**src/rtl/cfg_seq_pkg.sv**
```systemverilog
package cfg_seq_pkg;

  typedef enum logic [2:0] {
    PH_POR     = 3'd0,
    PH_CLEAR   = 3'd1,
    PH_INIT    = 3'd2,
    PH_MODE    = 3'd3,
    PH_LOAD    = 3'd4,
    PH_STARTUP = 3'd5,
    PH_OPER    = 3'd6,
    PH_PWRDN   = 3'd7
  } cfg_phase_e;

endpackage

```
**src/rtl/cfg_rst_sync.sv**
```systemverilog
module cfg_rst_sync #(
  parameter int unsigned STAGES = 2
) (
  input  logic clk,
  input  logic rst_n,
  output logic rst_n_sync
);

  logic [STAGES-1:0] sync_q;

  always_ff @(posedge clk or negedge rst_n) begin
    if (!rst_n) begin
      sync_q <= '0;
    end else begin
      sync_q <= {sync_q[STAGES-2:0], 1'b1};
    end
  end

  assign rst_n_sync = sync_q[STAGES-1];

endmodule

```
**src/rtl/cfg_cycle_timer.sv**
```systemverilog
module cfg_cycle_timer #(
  parameter int unsigned CYCLES = 16
) (
  input  logic clk,
  input  logic rst_n,
  input  logic run,
  output logic expire
);

  generate
    if (CYCLES <= 1) begin : g_single
      assign expire = run;
    end else begin : g_count
      localparam int unsigned CW = $clog2(CYCLES);
      localparam logic [CW-1:0] LAST = CW'(CYCLES - 1);

      logic [CW-1:0] cnt_q;
      logic [CW-1:0] cnt_d;
      logic          at_last;

      assign at_last = (cnt_q == LAST);

      always_comb begin
        if (!run) begin
          cnt_d = '0;
        end else if (at_last) begin
          cnt_d = cnt_q;
        end else begin
          cnt_d = cnt_q + 1'b1;
        end
      end

      always_ff @(posedge clk or negedge rst_n) begin
        if (!rst_n) begin
          cnt_q <= '0;
        end else begin
          cnt_q <= cnt_d;
        end
      end

      assign expire = run && at_last;
    end
  endgenerate

endmodule

```
**src/rtl/cfg_mode_latch.sv**
```systemverilog
module cfg_mode_latch #(
  parameter int unsigned W = 3
) (
  input  logic         clk,
  input  logic         rst_n,
  input  logic         capture,
  input  logic [W-1:0] pins,
  output logic [W-1:0] held
);

  logic [W-1:0] held_q;

  always_ff @(posedge clk or negedge rst_n) begin
    if (!rst_n) begin
      held_q <= '0;
    end else if (capture) begin
      held_q <= pins;
    end
  end

  assign held = held_q;

endmodule

```
**src/rtl/cfg_powerup_seq.sv**
```systemverilog
module cfg_powerup_seq
  import cfg_seq_pkg::*;
#(
  parameter int unsigned POR_CYCLES   = 1000,
  parameter int unsigned CLEAR_CYCLES = 64,
  parameter int unsigned MODE_W       = 3
) (
  input  logic              clk,
  input  logic              rst_n,
  input  logic              reset_req,
  input  logic              pwr_down,
  input  logic              done_pin_lvl,
  input  logic [MODE_W-1:0] mode_pins,
  input  logic              load_done,
  input  logic              startup_done,
  output logic [2:0]        phase,
  output logic              cfg_hi,
  output logic              cfg_lo,
  output logic              cfg_pin_oe,
  output logic              prep_n,
  output logic              io_pullup_en,
  output logic              user_active,
  output logic [MODE_W-1:0] mode_q
);

  localparam int unsigned SYNC_STAGES = 2;

  cfg_phase_e state_q;
  cfg_phase_e state_d;
  logic       rst_n_i;
  logic       por_expire;
  logic       clr_expire;
  logic       mode_cap;
  logic       in_cfg;

  cfg_rst_sync #(.STAGES(SYNC_STAGES)) u_rst_sync (
    .clk        (clk),
    .rst_n      (rst_n),
    .rst_n_sync (rst_n_i)
  );

  cfg_cycle_timer #(.CYCLES(POR_CYCLES)) u_por_timer (
    .clk    (clk),
    .rst_n  (rst_n_i),
    .run    (state_q == PH_POR),
    .expire (por_expire)
  );

  cfg_cycle_timer #(.CYCLES(CLEAR_CYCLES)) u_clr_timer (
    .clk    (clk),
    .rst_n  (rst_n_i),
    .run    (state_q == PH_CLEAR),
    .expire (clr_expire)
  );

  // Next-state logic
  always_comb begin
    state_d = state_q;
    unique case (state_q)
      PH_POR:     if (por_expire) state_d = PH_CLEAR;
      PH_CLEAR:   if (clr_expire) state_d = PH_INIT;
      PH_INIT:    state_d = reset_req ? PH_CLEAR : PH_MODE;
      PH_MODE:    state_d = PH_LOAD;
      PH_LOAD:    if (load_done) state_d = PH_STARTUP;
      PH_STARTUP: if (startup_done) state_d = PH_OPER;
      PH_OPER: begin
        if (pwr_down) begin
          state_d = PH_PWRDN;
        end else if (!done_pin_lvl && reset_req) begin
          state_d = PH_CLEAR;
        end
      end
      PH_PWRDN:   if (!pwr_down) state_d = PH_OPER;
      default:    state_d = PH_POR;
    endcase
  end

  // State register
  always_ff @(posedge clk or negedge rst_n_i) begin
    if (!rst_n_i) begin
      state_q <= PH_POR;
    end else begin
      state_q <= state_d;
    end
  end

  assign mode_cap = (state_q == PH_INIT) && (state_d == PH_MODE);

  cfg_mode_latch #(.W(MODE_W)) u_mode_latch (
    .clk     (clk),
    .rst_n   (rst_n_i),
    .capture (mode_cap),
    .pins    (mode_pins),
    .held    (mode_q)
  );

  // Output decode
  assign in_cfg = (state_q == PH_CLEAR) || (state_q == PH_INIT) ||
                  (state_q == PH_MODE)  || (state_q == PH_LOAD);

  always_comb begin
    phase        = state_q;
    cfg_pin_oe   = (state_q != PH_PWRDN);
    cfg_hi       = in_cfg;
    cfg_lo       = !in_cfg && (state_q != PH_PWRDN);
    prep_n       = (state_q == PH_OPER) || (state_q == PH_PWRDN);
    io_pullup_en = !prep_n;
    user_active  = (state_q == PH_OPER);
  end

endmodule

```
**config.mk**
```make
export PLATFORM = sky130hd
export DESIGN_NAME = cfg_powerup_seq
export DESIGN_NICKNAME = d
export VERILOG_FILES = /design/src/rtl/cfg_seq_pkg.sv /design/src/rtl/cfg_rst_sync.sv /design/src/rtl/cfg_cycle_timer.sv /design/src/rtl/cfg_mode_latch.sv /design/src/rtl/cfg_powerup_seq.sv
export SDC_FILE = /design/constraint.sdc
export NUM_CORES = 1
export LEC_CHECK = 0
export ABC_AREA = 0
export CORE_AREA = 8 8 60 62
export DETAILED_ROUTE_END_ITERATION = 16
export DIE_AREA = 0 0 68 70
export DONT_BUFFER_PORTS = 1
export PLACE_DENSITY_LB_ADDON = 0.25
export SETUP_SLACK_MARGIN = 0.4
export SLEW_MARGIN = 20
export SYNTH_ARGS = -nofsm -noshare
export SYNTH_HDL_FRONTEND = slang
export SYNTH_HIERARCHICAL = 1
export SYNTH_SLANG_ARGS = --single-unit
```
**constraint.sdc**
```tcl
create_clock -name clk -period 1.6 [get_ports clk]
set_input_delay 0 -clock clk [delete_from_list [all_inputs] [get_ports clk]]
set_output_delay 0 -clock clk [all_outputs]
set_load 0.005 [all_outputs]
```
==> flow_metrics.tcl <==
set metrics [dict create \
    power.leakage_nw 0.843 \
    grt_pass1_wl_um 5430 \
    vias 1177 \
    power.total_w 0.000910 \
    fin_util 0.706 \
    fin_setup_tns_ps -89.6 \
    yosysUniqueCellTypes 40 \
    finalCritPeriodShare 1.06 \
    synth-adder-area-share 0.0198 \
    vias_per_cell 5.77 \
    synth_compound_area_frac 0.125 \
    wl_per_cell_um 17.2 \
    status "finished with violations" \
    synth_mux_area_frac 0.0821 \
    synth_top_family_by_area "simple AND/OR/NAND/NOR gates" \
    required_ps 1830 \
    post-place-ws_ps -17.1 \
    crit_type "flop to flop" \
    die_height_um 70 \
    cts_tree "built" \
    nets 187 \
    clock_path_buffers 2 \
    grt_max_degree 23 \
    grt_usage 0.142 \
    synth_top_area_share 0.475 \
    cts_root_buf "clkbuf_4" \
    synth_xor_area_frac 0.0138 \
    grt_pass1_vias 1230 \
    dieWidth_um 68 \
    cts_buffers 3 \
    power.internal_w 0.000715 \
    critical-path-top-delay-family "simple AND/OR/NAND/NOR gates" \
    dpl_cell_area_um2 1420 \
    reg2reg_depth 6 \
    max_freq_mhz 592 \
    drc 0 \
    p_comb_frac 0.041 \
    crit_slowest_cell "dfrtp_1" \
    first_iter_violations 44 \
    synthCells 131 \
    multi_input_area_um2 803 \
    worstPathArrival_ps 1920 \
    ys_seq_area_frac 0.475 \
    area_growth_pct 48.6 \
    rsz0062_at_grt "true" \
    period_needed_ps 1690 \
    antenna_left 0 \
    firstDrtPassIters 4 \
    power.switching_w 0.000195 \
    syn_area_per_cell_um2 9.66 \
    clockPowerShare 0.289 \
    dieArea_um2 4760 \
    hold_violations 0 \
    port_buffers 0 \
    antenna_found_initial 0 \
    cp_max_fo 2 \
    endpoint_kind "flop" \
    cts.sinks 24 \
    violations "setup timing" \
    hp-class "primary input to flop" \
    insertion_delay_ps 310 \
    yosysWarnings 6 \
    drv_slew 0 \
    htreeDepth 1 \
    pwr-share-seq 0.670 \
    core_area_um2 2660 \
    holdPathStages 3 \
    start_kind "flop" \
    fill_cells 168 \
    synth_simple_gate_area_frac 0.246 \
    grt-ovfl-total 0 \
    ioPinCount 22 \
    clk_pin_slew_worst_paths_ps 130 \
    design_area_um2 1880 \
    slowest_delay_ps 410 \
    swShare 0.214 \
    drive_above_1_share 0.416 \
    yosys.area.top_type "dfrtp_1" \
    path_depth 6 \
    ys_ff_latch 24 \
    synthesis.area_um2 1260 \
    routed_wl_um 3500 \
    path_buf_inv 0 \
    maxCapViolCount 0 \
    mostFrequentLayoutCells "buf_4, dfrtp_1, nand2_1" \
    path_cells "ha_2, and3_4, and3_4, and2_4, or3_4, a32oi_1" \
    n_antenna_cell 0 \
    cp_common_cell "and3_4" \
    final_common_cell "buf_4" \
    setup_viol 1 \
    initial_core_util 0.475 \
    ir_drop_mv 0.338 \
    syn-num-nets 143 \
    synth_area_leaders "dfrtp_1, mux2i_1, nand2_1" \
    dp_hpwl_um 1930 \
    seqCellArea_um2 603 \
    setup_slack_ps -89.6 \
    finClkSkew_ps 7.99 \
    gp_congestion 0.843 \
    p_per_area_nw_per_um2 484 \
    fp-row-count 19 \
]
==> power by group through the flow <==
stage | registers, W | clock network (W) | logic, W
finish | 0.000610 | 0.000263 | 0.0000373
detailed placement | 0.000621 | 0 | 0.0000172
CTS | 0.000610 | 0.000275 | 0.0000378
floorplan | 0.000629 | 0 | 0.00000332
global route | 0.000610 | 0.000298 | 0.0000421
global placement | 0.000621 | 0 | 0.0000161
==> state kept, by name (all words and copies together), names as in the netlist <==
register                   count
u_rst_sync/sync_q              2
u_mode_latch/held              3
phase                          3
u_por_timer/g_count.cnt_q     10
u_clr_timer/g_count.cnt_q      6
==> layer usage <==
metal  GRT usage  routed length, µm  up-vias
met5           0                  0        -
met4      0.0456                 69        0
met3      0.0239                200        8
met2       0.255               1830       33
met1       0.160               1400      579
li1            -                  -      557
==> synth_stat cells <==
cell type and count:
and3_4 2, o311ai_0 1, nand3_1 8, nand2b_1 5
o211a_1 1, o41ai_1 1, or4_1 1, a21o_1 1
or3b_1 1, or3_1 5, and3_1 1, a31oi_1 4
nor3b_1 1, o22ai_1 1, o21ai_0 7, or4b_1 1
mux2_2 3, ha_1 2, and2_1 1, o31ai_1 1
buf_2 3, a221oi_1 1, nor2_1 5, nor4b_1 1
nand3b_1 1, dfrtp_1 24, inv_2 1, a21oi_1 3
nor4_1 2, nor3_1 2, o21a_1 1, inv_1 5
mux2i_1 7, xor2_1 2, clkbuf_1 2, a32oi_1 1
a22o_1 1, nor2b_1 3, nand2_1 17, conb_1 1
==> worst register-to-register path, cell delays in order (launching register included) <==
cell	delay [ps]
dfrtp_1	410
ha_2	190
and3_4	150
and3_4	180
and2_4	150
or3_4	320
a32oi_1	220
==> kinds of logic after synthesis <==
kind of cell,count (synthesis)
other,1
adder cells (fa/ha/maj),2
multiplexers,10
buffers and inverters,11
XOR/XNOR,2
AO/OA/AOI/OAI,24
flip-flops,24
AND/OR/NAND/NOR,57
==> what timing repair did <==
| item | CTS | global route |
|---|---|---|
| gates resized for setup | 27 | 14 |
| setup endpoints to repair | 26 | 26 |
| buffers inserted | 17 | 6 |
| hold buffers | 9 | 0 |
| pin swaps | 10 | 5 |
| hold endpoints to repair | 8 | 0 |
==> stage by stage <==
step	std cells	hold WS, ps
detailed placement	169	-296
finish	204	54.4
floorplan	131	-296
global route	204	58.0
CTS	198	29.2
global placement	169	-296
==> final cells by class <==
cell class / count / share of cell area
Clock buffer: 3 / 0.0120
Tap cell: 31 / 0.0206
Inverter: 6 / 0.0133
Timing Repair Buffer: 44 / 0.206
Multi-Input combinational cell: 96 / 0.427
Sequential cell: 24 / 0.321
==> worst paths after layout <==
check | startpoint | end | slack [ps]
worst max-delay path | u_clr_timer/g_count.cnt_q[0] | phase[0] | -90
worst min-delay path | pwr_down | phase[0] | 50
worst max register to register | u_clr_timer/g_count.cnt_q[0] | phase[0] | -90
worst min register to register | u_rst_sync/sync_q[1] | u_clr_timer/g_count.cnt_q[1] | 210
max in group asynchronous | rst_n | u_rst_sync/sync_q[0] | 1030
min in group asynchronous | u_rst_sync/sync_q[1] | u_clr_timer/g_count.cnt_q[1] | 210
No activity file was read; power rests on OpenSTA's default activity.
